<file path="src/rtl/jog_pkg.sv">
package jog_pkg;
    typedef enum logic [1:0] {
        DIR_NONE = 2'd0,
        DIR_POS  = 2'd1,
        DIR_NEG  = 2'd2
    } jog_dir_e;
endpackage

</file>
<file path="src/rtl/jog_dir_gate.sv">
module jog_dir_gate
    import jog_pkg::*;
#(
    parameter int POS_W = 32
) (
    input  logic                    req_pos,
    input  logic                    req_neg,
    input  logic                    clr_err,
    input  logic                    sw_pos,
    input  logic                    sw_neg,
    input  logic                    sw_en,
    input  logic signed [POS_W-1:0] pos_now,
    input  logic signed [POS_W-1:0] lim_pos,
    input  logic signed [POS_W-1:0] lim_neg,
    output jog_dir_e                dir
);
    logic hit_pos, hit_neg, ok_pos, ok_neg;

    always_comb begin
        hit_pos = sw_en && sw_pos;
        hit_neg = sw_en && sw_neg;
        // positive: never into its own switch, off the other only with clear-error
        ok_pos  = req_pos && !req_neg && !hit_pos && (!hit_neg || clr_err)
                  && (pos_now < lim_pos);
        ok_neg  = req_neg && !req_pos && !hit_neg && (!hit_pos || clr_err)
                  && (pos_now > lim_neg);
        if (ok_pos)      dir = DIR_POS;
        else if (ok_neg) dir = DIR_NEG;
        else             dir = DIR_NONE;
    end
endmodule

</file>
<file path="src/rtl/jog_vel_ramp.sv">
module jog_vel_ramp
    import jog_pkg::*;
#(
    parameter int VEL_W = 16
) (
    input  logic                  clk,
    input  logic                  rst_n,
    input  logic                  tick,
    input  jog_dir_e              dir,
    input  logic [VEL_W-1:0]      jog_vel,
    input  logic [VEL_W-1:0]      jog_acc,
    output logic signed [VEL_W:0] vel_q,
    output logic signed [VEL_W:0] vel_d
);
    localparam int XW = VEL_W + 2;

    typedef struct packed {
        logic signed [VEL_W:0] vel;
    } ramp_st_t;

    ramp_st_t st_d, st_q;
    logic signed [XW-1:0] tgt_x, cur_x, acc_x, diff_x;

    always_comb begin
        st_d  = st_q;
        cur_x = XW'(st_q.vel);
        acc_x = $signed({2'b00, jog_acc});
        case (dir)
            DIR_POS: tgt_x = $signed({2'b00, jog_vel});
            DIR_NEG: tgt_x = -$signed({2'b00, jog_vel});
            default: tgt_x = '0;
        endcase
        diff_x = tgt_x - cur_x;
        if (tick) begin
            if (diff_x > acc_x)       st_d.vel = (VEL_W+1)'(cur_x + acc_x);
            else if (diff_x < -acc_x) st_d.vel = (VEL_W+1)'(cur_x - acc_x);
            else                      st_d.vel = (VEL_W+1)'(tgt_x);
        end
    end

    always_ff @(posedge clk) begin
        if (!rst_n) st_q <= '0;
        else        st_q <= st_d;
    end

    assign vel_q = st_q.vel;
    assign vel_d = st_d.vel;

    logic signed [XW-1:0] vq_x, ac_x;
    assign vq_x = XW'(vel_q);
    assign ac_x = $signed({2'b00, jog_acc});


    step_bound_chk: assert property (@(posedge clk) disable iff (!rst_n)
        tick |=> ((vq_x - $past(vq_x)) <= $past(ac_x)) && (($past(vq_x) - vq_x) <= $past(ac_x)));

    vel_hold_chk: assert property (@(posedge clk) disable iff (!rst_n)
        !tick |=> $stable(vel_q));
endmodule

</file>
<file path="src/rtl/jog_pos_accum.sv">
module jog_pos_accum #(
    parameter int VEL_W = 16,
    parameter int POS_W = 32
) (
    input  logic                    clk,
    input  logic                    rst_n,
    input  logic                    tick,
    input  logic signed [VEL_W:0]   vel_new,
    input  logic signed [VEL_W:0]   vel_reg,
    output logic signed [POS_W-1:0] pos_q
);
    typedef struct packed {
        logic signed [POS_W-1:0] pos;
    } acc_st_t;

    acc_st_t st_d, st_q;

    always_comb begin
        st_d = st_q;
        if (tick) st_d.pos = st_q.pos + POS_W'(vel_new);
    end

    always_ff @(posedge clk) begin
        if (!rst_n) st_q <= '0;
        else        st_q <= st_d;
    end

    assign pos_q = st_q.pos;


    pos_sum_chk: assert property (@(posedge clk) disable iff (!rst_n)
        tick |=> pos_q == $past(pos_q) + POS_W'(vel_reg));

    pos_hold_chk: assert property (@(posedge clk) disable iff (!rst_n)
        !tick |=> $stable(pos_q));
endmodule

</file>
<file path="src/rtl/jog_ramp_ctrl.sv">
module jog_ramp_ctrl
    import jog_pkg::*;
#(
    parameter int VEL_W = 16,
    parameter int POS_W = 32
) (
    input  logic                    clk,
    input  logic                    rst_n,
    input  logic                    tick,
    input  logic                    jog_pos_req,
    input  logic                    jog_neg_req,
    input  logic                    clr_err,
    input  logic                    ot_pos_sw,
    input  logic                    ot_neg_sw,
    input  logic                    ot_sw_en,
    input  logic [VEL_W-1:0]        cfg_jog_vel,
    input  logic [VEL_W-1:0]        cfg_jog_acc,
    input  logic signed [POS_W-1:0] cfg_lim_pos,
    input  logic signed [POS_W-1:0] cfg_lim_neg,
    output logic signed [VEL_W:0]   vel_cmd,
    output logic signed [POS_W-1:0] pos_cnt
);
    jog_dir_e              dir;
    logic signed [VEL_W:0] vel_d;

    jog_dir_gate #(.POS_W(POS_W)) u_gate (
        .req_pos (jog_pos_req),
        .req_neg (jog_neg_req),
        .clr_err (clr_err),
        .sw_pos  (ot_pos_sw),
        .sw_neg  (ot_neg_sw),
        .sw_en   (ot_sw_en),
        .pos_now (pos_cnt),
        .lim_pos (cfg_lim_pos),
        .lim_neg (cfg_lim_neg),
        .dir     (dir)
    );

    jog_vel_ramp #(.VEL_W(VEL_W)) u_ramp (
        .clk     (clk),
        .rst_n   (rst_n),
        .tick    (tick),
        .dir     (dir),
        .jog_vel (cfg_jog_vel),
        .jog_acc (cfg_jog_acc),
        .vel_q   (vel_cmd),
        .vel_d   (vel_d)
    );

    jog_pos_accum #(.VEL_W(VEL_W), .POS_W(POS_W)) u_pos (
        .clk     (clk),
        .rst_n   (rst_n),
        .tick    (tick),
        .vel_new (vel_d),
        .vel_reg (vel_cmd),
        .pos_q   (pos_cnt)
    );


    no_push_pos_sw_chk: assert property (@(posedge clk) disable iff (!rst_n)
        (tick && ot_sw_en && ot_pos_sw && vel_cmd >= 0) |=> vel_cmd <= $past(vel_cmd));

    no_push_neg_sw_chk: assert property (@(posedge clk) disable iff (!rst_n)
        (tick && ot_sw_en && ot_neg_sw && vel_cmd <= 0) |=> vel_cmd >= $past(vel_cmd));

    both_req_idle_chk: assert property (@(posedge clk) disable iff (!rst_n)
        (tick && jog_pos_req && jog_neg_req && vel_cmd >= 0) |=> vel_cmd <= $past(vel_cmd));
endmodule

</file>
<file path="config.mk">
export PLATFORM = sky130hd
export DESIGN_NAME = jog_ramp_ctrl
export DESIGN_NICKNAME = d
export VERILOG_FILES = /design/src/rtl/jog_pkg.sv /design/src/rtl/jog_dir_gate.sv /design/src/rtl/jog_vel_ramp.sv /design/src/rtl/jog_pos_accum.sv /design/src/rtl/jog_ramp_ctrl.sv
export SDC_FILE = /design/constraint.sdc
export NUM_CORES = 1
export LEC_CHECK = 0
export BUFFER_PORTS_ARGS = -buffer_cell sky130_fd_sc_hd__buf_2
export CORE_MARGIN = 8
export CORE_UTILIZATION = 25
export CTS_CLUSTER_DIAMETER = 150
export DETAILED_ROUTE_END_ITERATION = 10
export GPL_TIMING_DRIVEN = 0
export PLACE_DENSITY = 0.49
export SKIP_CTS_REPAIR_TIMING = 1
export SYNTH_ARGS = -nofsm -noshare
export SYNTH_HDL_FRONTEND = slang
export SYNTH_SLANG_ARGS = --single-unit
</file>
<file path="constraint.sdc">
create_clock -name clk -period 29 [get_ports clk]
set_clock_uncertainty 0.1 [all_clocks]
set_input_delay 1.45 -clock clk [delete_from_list [all_inputs] [get_ports clk]]
set_output_delay 1.45 -clock clk [all_outputs]
set_load 0.05 [all_outputs]
</file>
; Word level (Yosys, flattened, before mapping)
; Index checks and enable logic that the tools add are counted.
[totals]
elab_cells = 36
register_bits = 49
input_bits = 105
out_inout_bits = 49
[classes]
n_eq_ne = 2
addsub = 6
reduce_logical = 16
order_cmp = 4
muxes = 6
[ops]
columns = op, count
row1 = $mux 17, 3
row2 = $neg 16->18, 2
row3 = $pmux 18 s2, 1
row4 = $add 32x17->32, 1
row5 = $gt 32x32->1, 1
row6 = $lt 32x32->1, 1
row7 = $gt 18x17->1, 1
row8 = $lt 18x18->1, 1
row9 = $sub 18x17->18, 1
row10 = $add 17x17->17, 1
row11 = $sub 17x17->17, 1
row12 = $logic_and 1x1->1, 10
row13 = $logic_not 1->1, 4
row14 = $mux 2, 2
row15 = $eq 2x1->1 const B, 1
row16 = $eq 2x2->1 const B, 1
row17 = $logic_or 1x1->1, 2

; Longest topological paths before layout
; Gate-level depths: netlist (run 1).
[logic_depth]
word_depth = 15
depth_mapped = 47
mapped_depth_nobuf = 44

; Cells and area by module
; A second synthesis (run 1) with hierarchy kept.
[unflattened]
cells_unflattened = 1241
hier_area_um2 = 9391.5
[by_module_without_submodules]
columns = mod, cells_each, area_each_um2, instances
row1 = jog_vel_ramp, 635, 4737.0, 1
row2 = jog_pos_accum, 370, 2982.9, 1
row3 = jog_dir_gate, 236, 1671.6, 1

; Worst setup path after synthesis (run 1)
; Ideal clock, no wire load.
[synth_timing]
path_kind = input-to-reg
startpoint = in cfg_lim_neg[19]
endpoint = reg u_pos.st_q (netlist bit u_pos.pos_q[31])
arrival_ns = 10.556
stages = 46
slack_ns = 18.224
n_path_buf = 3
cell_sequence = inv_1 > ha_1 > a21oi_1 > nor2b_1 > o31a_1 > or4_4 > or3_1 > a21oi_1 > buf_2 > and2_0 > o21ai_0 > o31ai_1 > ha_1 > nand2_1 > o211a_1 > or3_1 > a21boi_0 > nor2_1 > [10 not listed] > clkbuf_1 > clkbuf_1 > mux2_2 > a21oi_1 > a21oi_1 > ha_1 > a21o_1 > a21o_1 > a22o_1 > a21o_1 > a2111oi_0 > o21ai_0 > a21oi_1 > a211oi_1 > o41ai_1 > nand2_1 > mux2_2 > mux2i_1
[synth_between]
elab_chain_cells = 12
[synth_lines]
columns = item, line_no
row1 = from (decl), jog_ramp_ctrl.sv:19  ; input logic signed [POS_W-1:0] cfg_lim_neg,
row2 = $gt 32x32->1 (*), jog_dir_gate.sv:26  ; && (pos_now > lim_neg);
row3 = $logic_and 1x1->1 (*), jog_dir_gate.sv:26
row4 = $mux 2 (*), jog_dir_gate.sv:28  ; else if (ok_neg) dir = DIR_NEG;
row5 = $mux 2 (*), jog_dir_gate.sv:27  ; if (ok_pos) dir = DIR_POS;
row6 = $eq 2x2->1 or $eq 2x1->1 (tied branches), jog_vel_ramp.sv:28  ; case (dir)
row7 = $pmux 18 s2 (*), jog_vel_ramp.sv:28
row8 = $sub 18x17->18, jog_vel_ramp.sv:33  ; diff_x = tgt_x - cur_x;
row9 = $lt 18x18->1, jog_vel_ramp.sv:36  ; else if (diff_x < -acc_x) st_d.vel = (VEL_W+1)'(cur_x - acc_x);
row10 = $mux 17, jog_vel_ramp.sv:36
row11 = $mux 17 (*), jog_vel_ramp.sv:35  ; if (diff_x > acc_x) st_d.vel = (VEL_W+1)'(cur_x + acc_x);
row12 = $mux 17 (*), jog_vel_ramp.sv:34  ; if (tick) begin
row13 = named net u_pos.vel_new[7], jog_pos_accum.sv:8  ; input logic signed [VEL_W:0] vel_new,
row14 = $add 32x17->32 (*), jog_pos_accum.sv:20  ; if (tick) st_d.pos = st_q.pos + POS_W'(vel_new);
row15 = to (signal assigned), jog_pos_accum.sv:25  ; else st_q <= st_d;
row16 = to (decl), jog_pos_accum.sv:16  ; acc_st_t st_d, st_q;
; Mark *: on every way through the listed nets, which the timed path passes. The rest lies on a longest branch.
; A chain may end at the register's enable or synchronous reset.

; Worst setup path after layout (run 1)
[layout_timing]
startpoint = in cfg_lim_neg[14]
endpoint = reg u_pos.st_q (netlist bit u_pos.pos_q[31])
; Same word-level chain as after synthesis.

==> results of run 1 <==
## layout by cell type (no fill, tap or decap), types with 6 or more instances in the layout
master | Yosys | final
a2111oi_0 | 6 | 6
a211oi_1 | 18 | 18
a21o_1 | 49 | 49
a21oi_1 | 104 | 103
a221o_1 | 6 | 6
a22o_1 | 6 | 6
a31oi_1 | 8 | 8
and2_1 | 12 | 12
and3_1 | 13 | 13
buf_2 | 4 | 157
clkbuf_1 | 20 | 20
dfxtp_1 | 49 | 49
ha_1 | 177 | 177
inv_1 | 133 | 133
mux2i_1 | 25 | 25
nand2_1 | 64 | 64
nand2b_1 | 17 | 17
nand3_1 | 30 | 30
nand4_1 | 19 | 19
nor2_1 | 117 | 117
nor2b_1 | 17 | 17
nor3_1 | 38 | 38
nor4_1 | 10 | 10
o211ai_1 | 10 | 10
o21a_1 | 14 | 14
o21ai_0 | 67 | 67
o21bai_1 | 13 | 13
o31ai_1 | 11 | 11
or2_2 | 8 | 8
or3_1 | 13 | 13
or4_1 | 6 | 6
xnor2_1 | 40 | 40
xor2_1 | 13 | 13
## through the flow
stage / hold WS, ns / setup slack (ns) / power, mW / cell area [sq um]
3_5_place_dp: 0.443 / 15.38 / 1.31 / 10400
5_1_grt: 0.495 / 14.94 / 1.53 / 10600
3_3_place_gp: 0.438 / 15.46 / 1.31 / 10400
2_1_floorplan: 0.607 / 18.22 / 1.02 / 9100
4_1_cts: 0.457 / 15.66 / 1.38 / 10600
6_report: 0.457 / 15.64 / 1.39 / 10600
## cells in the mapped netlist, drive strengths merged (14+ instances only)
cell    count  area share (%)
mux2i      25             2.8
inv       134             5.5
nor3       38             2.1
a21oi     104             5.7
o21ai      69             3.8
ha        177              24
a21o       49             4.0
nand4      19             1.3
xnor2      40             3.9
a211oi     18             1.5
nor2      118             5.0
nor2b      17             1.2
nand2b     17             1.2
dfxtp      49              11
nand2      64             2.6
nand3      30             1.7
clkbuf     20            0.83
xor2       14             1.4
o21a       14             1.2
## path summary, 6_finish.rpt
path | startpoint | end | depth (start not counted)
min reg2reg | u_pos.pos_q[9] | u_pos.pos_q[9] | 2
max | cfg_lim_neg[14] | u_pos.pos_q[31] | 47
min | u_pos.pos_q[9] | u_pos.pos_q[9] | 2
max reg2reg | u_pos.pos_q[15] | u_pos.pos_q[31] | 45
## cells by family after synthesis
| group | Yosys count |
|---|---|
| AO/OA/AOI/OAI | 374 |
| adder cells (fa/ha/maj) | 181 |
| flip-flops | 49 |
| buffers and inverters | 163 |
| XOR/XNOR | 54 |
| AND/OR/NAND/NOR | 385 |
| multiplexers | 29 |
## registers in the layout, indices dropped and copies added (netlist names)
register,cells
u_pos.pos_q,32
u_ramp.vel_q,17
## power by group through the flow
stage                     clock [mW]  sequential, mW  combinational (mW)
after floorplan                    0           0.201               0.818
final                         0.0606           0.138                1.19
after detailed placement           0           0.140                1.17
after CTS                     0.0621           0.139                1.18
after global placement             0           0.141                1.17
after global routing          0.0646           0.143                1.32
## routing by layer
layer	vias up	share of wire [%]	track usage [%]
li1	4840	-	-
met1	4326	48	20.4
met2	229	46	26.5
met3	43	4.5	2.01
met4	10	1.5	3.14
met5	-	0.17	0
## worst max-delay path: cells and delay by family
kind	cells	cell delay [ns]
xor gates and xnor gates	1	0.25
adders and majority gates	4	1.25
AOI/OAI and AO/OA	25	6.04
buffers and inverters	5	1.34
muxes	3	0.79
and+or+nand+nor	9	2.27
## cell type report
cell class	instances	area share (%)
Multi-Input combinational cell	1023	70.7
Inverter	136	4.82
Tap cell	468	5.52
Timing Repair Buffer	153	7.22
Antenna cell	2	0.0472
Buffer	27	1.07
Clock buffer	5	1.18
Clock inverter	3	0.165
Sequential cell	49	9.25
==> results.yml, run 1 <==
status:
  outcome: "finished clean"
worst_hold_path:
  hp_class: "reg2reg"
final_layout:
  final-instance-count-excl-fill: 1866
  layout.filler_cells: 4083
  final_core_util_pct: 29.2
  drive_gt1_share_pct: 13.5
  register_area_sq_um: 981
  nets: 1681
  area_delta_synth_final_pct: 16.5
  multiInputGateArea_sq_um: 7500
power_and_ir_drop:
  net-switching-power_mw: 0.801
  power_report.internal_total_mw: 0.587
  pwr-share-seq_pct: 9.9
  power_per_cell_area_nw_per_um2: 131
  switching_share_pct: 57.7
  power.clock.fraction_pct: 4.4
  vdd_drop_max_mv: 0.0454
  share_comb_of_total_power_pct: 85.7
  cellLeakagePower_nw: 5.44
yosys:
  fraction_of_registers_with_async_set_reset_pct: 0
  synth.yosys.warnings: 0
  synth_area_per_cell_sq_um: 7.37
  synthesis.nets: 1521
  yosys-mux-area-fraction_pct: 3.29
  yosys.area_share.adder_pct: 25.2
  synthXorXnorAreaFrac_pct: 5.28
  synth-compound-area-share_pct: 27.4
  dominantRegCellSynth: "dfxtp_1"
  combinational_family_with_the_most_area_after_synthesis: "compound AO/OA/AOI/OAI gates"
  synth.ff_latch_count: 49
  synth_seq_area_share_pct: 10.8
  synth_simple_gate_area_share_pct: 21.2
  netlist-cell-type-count: 80
  syn_area_sq_um: 9100
  postSynthCellCount: 1235
  synth_edf_count: 0
timing:
  timing.final.crit_share_pct: 46.1
  post-route-min-period_ns: 13.36
  timing.fmax_ghz: 0.0749
  rsz0062_at_grt: "no"
  timing.final.hold_violations: 0
  tightestPinTransition_ns: 0.962
  final-setup-viol-count: 0
  maxSlewViolCount: 0
  relSlewSlack_pct: 35.3
  timing.setup.tns_ns: 0
worst_setup_path:
  slowest_delay_ns: 0.75
  critPathKind: "in2reg"
  ff2ff_setup_slack_ns: 16.50
  cp_data_required_time_ns: 29.08
  crit_path_frequent_cell: "a21oi_1"
  worst_path_max_delay_cell: "nor4_1"
  critical_path.startpoint_type: "input port"
  worstPathMaxFanout: 10
  capturing_element_type_of_the_critical_path: "flop"
  cp_data_arrival_time_ns: 13.44
routing:
  avgViaCountPerCell: 5.06
  detail_route.wl_per_cell_um: 17.9
  drt_wl_total_um: 33400
  drt_first_iter_violations: 552
  via_count: 9448
  drt_first_pass_iters: 5
  drc: 0
  antenna_left: 0
place:
  hpwl_um: 28700
  io_buffers: 153
  place.gp.congestion: 0.896
  dp.cells: 1856
global_route:
  grt_first_pass_wirelength_um: 52200
  globalRouteTotalUtil_pct: 15.4
  grt_max_degree: 17
  number_of_antenna_violations_at_the_first_check_in_global_routing: 7
  vias_in_the_first_global_route: 9634
  grt_overflow_total: 0
die:
  std_cell_rows: 70
  dieArea_sq_um: 42700
  initial_core_util_pct: 25.1
  boundaryPins: 154
  die_w_um: 207
  chipHeight_um: 207
  core_area_sq_um: 36300
clock_network:
  clock_sink_count: 49
  cts_inserted_buffers: 5
  clkLatencyLatePin_ns: 0.30
  cts_max_path_buffers: 2
  clock_tree_from_tritoncts: "done"
  cts_max_level: 2
  cts-root-buf: "clkbuf_16"
  clk_transition_reported_paths_ns: 0.07
flow_run:
  max-cap-violations: 0
Note: power is estimated with default switching activity, not from simulation.
==> inputs of run 2 (changes only) <==
- clock period: 29 -> 12.85 ns (I/O delays scaled with it)
==> results.yml, run 2 (synthesized netlist as in run 1, its figures left out) <==
status:
  outcome: "finished clean"
global_route:
  gr-max-usage-layer: "met2"
  grt_max_degree: 17
  gr-usage-met2_pct: 26.5
  met1_usage_pct: 20.4
  number_of_antenna_violations_at_the_first_check_in_global_routing: 7
  grt_overflow_total: 0
  globalRouteTotalUtil_pct: 15.4
  vias_in_the_first_global_route: 9634
  met3_demand_to_capacity_share_in_global_routing_pct: 2.01
  grt_first_pass_wirelength_um: 52200
place:
  io_buffers: 153
  place.gp.congestion: 0.896
  hpwl_um: 28700
  dp.cells: 1856
  place_area_sq_um: 10400
  place_ws_ns: 0.0414
worst_hold_path:
  hp_class: "reg2reg"
  hold_path_startpoint: "u_pos.pos_q[9]"
  worstHoldPathCells: 2
  hold_path_end: "u_pos.pos_q[9]"
clock_network:
  clkLatencyLatePin_ns: 0.30
  clock_sink_count: 49
  cts-root-buf: "clkbuf_16"
  clock_tree_from_tritoncts: "done"
  cts_inserted_buffers: 5
  clk_transition_reported_paths_ns: 0.07
  cts_max_path_buffers: 2
  cts_max_level: 2
timing:
  timing.setup.tns_ns: 0
  timing.final.crit_share_pct: 93.8
  tightestPinTransition_ns: 0.962
  relSlewSlack_pct: 35.3
  layout_setup_ws_ns: 0.795
  final-setup-viol-count: 0
  worst_hold_slack_ns: 0.457
  timing.final.hold_violations: 0
  timing.fmax_ghz: 0.0830
  post-route-min-period_ns: 12.06
  rsz0062_at_grt: "no"
  maxSlewViolCount: 0
final_layout:
  final-instance-count-excl-fill: 1866
  leading_cell_type_in_the_layout_fill_and_taps_excluded: "ha_1"
  multiInputGateArea_sq_um: 7510
  drive_gt1_share_pct: 13.8
  final_core_util_pct: 29.3
  layout.cell_area.non_filler_sq_um: 10600
  register_area_sq_um: 981
  flip_flop_count_of_the_largest_register_all_copies_and_words_added: 32
  most-common-layout-cells: "177 x ha_1, 157 x buf_2, 133 x inv_1, 117 x nor2_1, 101 x a21oi_1"
  area_delta_synth_final_pct: 16.7
  layout.filler_cells: 4079
  nets: 1681
worst_setup_path:
  critical-path-top-delay-family: "compound AO/OA/AOI/OAI gates"
  worst_r2r_endpoint: "u_pos.pos_q[31]"
  slowest_delay_ns: 0.58
  ff2ff_setup_slack_ns: 0.84
  cp_data_arrival_time_ns: 12.14
  setup.worst_path.start: "cfg_lim_neg[14]"
  worst_path_max_delay_cell: "nor4_2"
  critPathKind: "in2reg"
  r2r.worst_path.cells: 45
  capturing_element_type_of_the_critical_path: "flop"
  critical_path.startpoint_type: "input port"
  worstPathMaxFanout: 10
  timing.critical_path.buf_inv: 5
  crit_path_frequent_cell: "o21ai_0"
  cp_data_required_time_ns: 12.93
  r2r-start: "u_pos.pos_q[15]"
routing:
  drt_wl_total_um: 33400
  detail_route.wl_per_cell_um: 17.9
  drc: 0
  antenna_left: 0
  drt_first_pass_iters: 5
  drt_first_iter_violations: 543
  via_count: 9457
  avgViaCountPerCell: 5.07
power_and_ir_drop:
  net-switching-power_mw: 1.81
  power_report.internal_total_mw: 1.33
  vdd_drop_max_mv: 0.103
  power.clock.fraction_pct: 4.4
  total_power_mw: 3.14
  cellLeakagePower_nw: 5.44
  power_per_cell_area_nw_per_um2: 296
  switching_share_pct: 57.7
  share_comb_of_total_power_pct: 85.7
  pwr-share-seq_pct: 10.0
die:
  boundaryPins: 154
  std_cell_rows: 70
  core_area_sq_um: 36300
  chipHeight_um: 207
  die_w_um: 207
  dieArea_sq_um: 42700
  initial_core_util_pct: 25.1
flow_run:
  max-cap-violations: 0
[run 2: cell counts in the layout (fill, tap and decap cells not counted)]
No cell type changed its count.
[run 2: routing by layer]
| metal | share of wire, % | vias up |
|---|---|---|
| li1 | - | 4845 |
| met1 | 48 | 4336 |
| met2 | 46 | 230 |
| met3 | 4.6 | 36 |
| met4 | 1.4 | 10 |
| met5 | 0.17 | - |
[run 2: area by class of cell]
| type | count | area share [%] |
|---|---|---|
| diodes | 2 | 0.0471 |
| plain buffers | 27 | 1.08 |
| clock buffers | 5 | 1.18 |
| clock inverters | 3 | 0.165 |
| inverters | 136 | 4.81 |
| multi-input cells | 1023 | 70.7 |
| flip-flops and latches | 49 | 9.24 |
| well taps | 468 | 5.52 |
| repair buffers | 153 | 7.21 |
[run 2: worst reg2reg max path, delay by kind of cell, from the launching register on]
family	cells	cell delay, ns
AO/OA/AOI/OAI	25	5.64
AND/OR/NAND/NOR	9	2.12
adder cells (fa/ha/maj)	4	1.41
buffers and inverters	3	1.18
multiplexers	3	0.77
flip-flops	1	0.39
XOR/XNOR	1	0.25
[run 2: how the worst max path moves through the flow]
| stage | end | slack [ns] | cells after the start |
|---|---|---|---|
| finish | u_pos.pos_q[31] | 0.79 | 47 |
| global route | u_pos.pos_q[31] | 0.06 | 47 |
| CTS | u_pos.pos_q[31] | 0.32 | 47 |
| detailed placement | u_pos.pos_q[31] | 0.04 | 47 |
| global placement | u_pos.pos_q[31] | 0.11 | 47 |
| floorplan | u_pos.pos_q[31] | 2.83 | 45 |
[run 2: power by group through the flow]
stage	registers [mW]	logic, mW	clock network (mW)
2_1_floorplan	0.453	1.85	0
3_3_place_gp	0.317	2.64	0
3_5_place_dp	0.316	2.65	0
4_1_cts	0.313	2.67	0.140
5_1_grt	0.324	2.98	0.146
6_report	0.312	2.69	0.136
==> inputs of run 3 (changes only) <==
- CORE_MARGIN: 8 -> not set
==> results.yml, run 3 (synthesized netlist as in run 1, its figures left out) <==
clock_network:
  clock_sink_count: 49
  clock_tree_from_tritoncts: "done"
  cts_inserted_buffers: 5
  cts_max_path_buffers: 2
  cts_max_level: 2
  clkLatencyLatePin_ns: 0.31
  clk_transition_reported_paths_ns: 0.06
  cts-root-buf: "clkbuf_16"
routing:
  drt_first_iter_violations: 684
  drt_wl_total_um: 32500
  drc: 28
  detail_route.wl_per_cell_um: 17.5
  drt_first_pass_iters: 8
  avgViaCountPerCell: 5.14
  via_count: 9553
  antenna_left: 0
power_and_ir_drop:
  share_comb_of_total_power_pct: 85.3
  power_per_cell_area_nw_per_um2: 298
  power_report.internal_total_mw: 1.35
  vdd_drop_max_mv: 0.106
  pwr-share-seq_pct: 9.9
  net-switching-power_mw: 1.82
  power.clock.fraction_pct: 4.9
  cellLeakagePower_nw: 5.45
  switching_share_pct: 57.5
final_layout:
  leading_cell_type_in_the_layout_fill_and_taps_excluded: "ha_1"
  flip_flop_count_of_the_largest_register_all_copies_and_words_added: 32
  layout.filler_cells: 3948
  area_delta_synth_final_pct: 16.8
  final_core_util_pct: 29.8
  multiInputGateArea_sq_um: 7510
  register_area_sq_um: 981
  layout.cell_area.non_filler_sq_um: 10600
  nets: 1680
  most-common-layout-cells: "177 x ha_1, 157 x buf_2, 133 x inv_1, 117 x nor2_1, 101 x a21oi_1"
  final-instance-count-excl-fill: 1858
  drive_gt1_share_pct: 13.8
timing:
  timing.fmax_ghz: 0.0835
  timing.setup.tns_ns: 0
  maxSlewViolCount: 0
  timing.final.crit_share_pct: 93.2
  timing.final.hold_violations: 0
  relSlewSlack_pct: 35.0
  tightestPinTransition_ns: 0.966
  worst_hold_slack_ns: 0.450
  post-route-min-period_ns: 11.97
  final-setup-viol-count: 0
  rsz0062_at_grt: "no"
flow_run:
  max-cap-violations: 0
die:
  boundaryPins: 154
  core_area_sq_um: 35700
  initial_core_util_pct: 25.5
  dieArea_sq_um: 37200
  std_cell_rows: 69
  chipHeight_um: 193
  die_w_um: 193
global_route:
  vias_in_the_first_global_route: 9173
  grt_first_pass_wirelength_um: 50300
  grt_max_degree: 17
  grt_overflow_total: 0
  globalRouteTotalUtil_pct: 17.4
  number_of_antenna_violations_at_the_first_check_in_global_routing: 6
worst_setup_path:
  worstPathMaxFanout: 10
  capturing_element_type_of_the_critical_path: "flop"
  crit_path_frequent_cell: "o21ai_0"
  critical_path.startpoint_type: "input port"
  worst_path_max_delay_cell: "nor4_2"
  critPathKind: "in2reg"
  ff2ff_setup_slack_ns: 0.93
  timing.critical_path.buf_inv: 5
  cp_data_arrival_time_ns: 12.06
  slowest_delay_ns: 0.57
  critical-path-top-delay-family: "compound AO/OA/AOI/OAI gates"
  cp_data_required_time_ns: 12.94
place:
  dp.cells: 1849
  place.gp.congestion: 0.895
  hpwl_um: 27900
  place_area_sq_um: 10400
  io_buffers: 153
status:
  outcome: "complete, but fails checks"
  violations: "DRC"
worst_hold_path:
  hp_class: "reg2reg"
run 3: per-stage QoR:
step                setup slack (ns)  power [mW]
finish                         0.879        3.17
global route                 0.00311        3.47
CTS                            0.257        3.14
detailed placement          -0.00433        2.96
global placement              0.0771        2.94
floorplan                       2.83        2.30
run 3: worst register-to-register path, delay by kind of cell, from the launching register on:
family,cells,cell delay [ns]
compound gates,25,5.89
xor+xnor,1,0.26
fa+ha+maj,4,1.39
buf+inv,3,1.16
flops,1,0.41
mux,3,0.77
simple gates,8,1.80
run 3: final timing paths:
kind / startpoint / to / cells past startpoint
worst max register to register: u_pos.pos_q[31] / u_pos.pos_q[31] / 44
worst min-delay path: u_pos.pos_q[9] / u_pos.pos_q[9] / 2
worst min register to register: u_pos.pos_q[9] / u_pos.pos_q[9] / 2
worst max-delay path: cfg_lim_neg[14] / u_pos.pos_q[31] / 46
run 3: power groups by stage:
stage | logic [mW] | registers, mW | clock network (mW)
global placement | 2.62 | 0.317 | 0
global route | 2.98 | 0.324 | 0.161
finish | 2.70 | 0.313 | 0.154
detailed placement | 2.65 | 0.317 | 0
floorplan | 1.85 | 0.453 | 0
CTS | 2.67 | 0.314 | 0.156
run 3: layer usage:
layer	vias to the layer above	global-route usage [%]	wire [um]
met1	4415	23.7	15500
met2	254	29.2	14900
li1	4845	-	-
met4	6	3.97	465
met3	33	1.89	1670
met5	-	0	35
run 3: layout make-up:
cell class | instances | area share, %
buffer | 26 | 1.05
inverter | 136 | 4.81
clock buffer | 5 | 1.18
tap | 461 | 5.43
timing repair buffer | 153 | 7.21
sequential | 49 | 9.23
antenna | 3 | 0.0707
clock inverter | 2 | 0.330
multi-input combinational | 1023 | 70.7
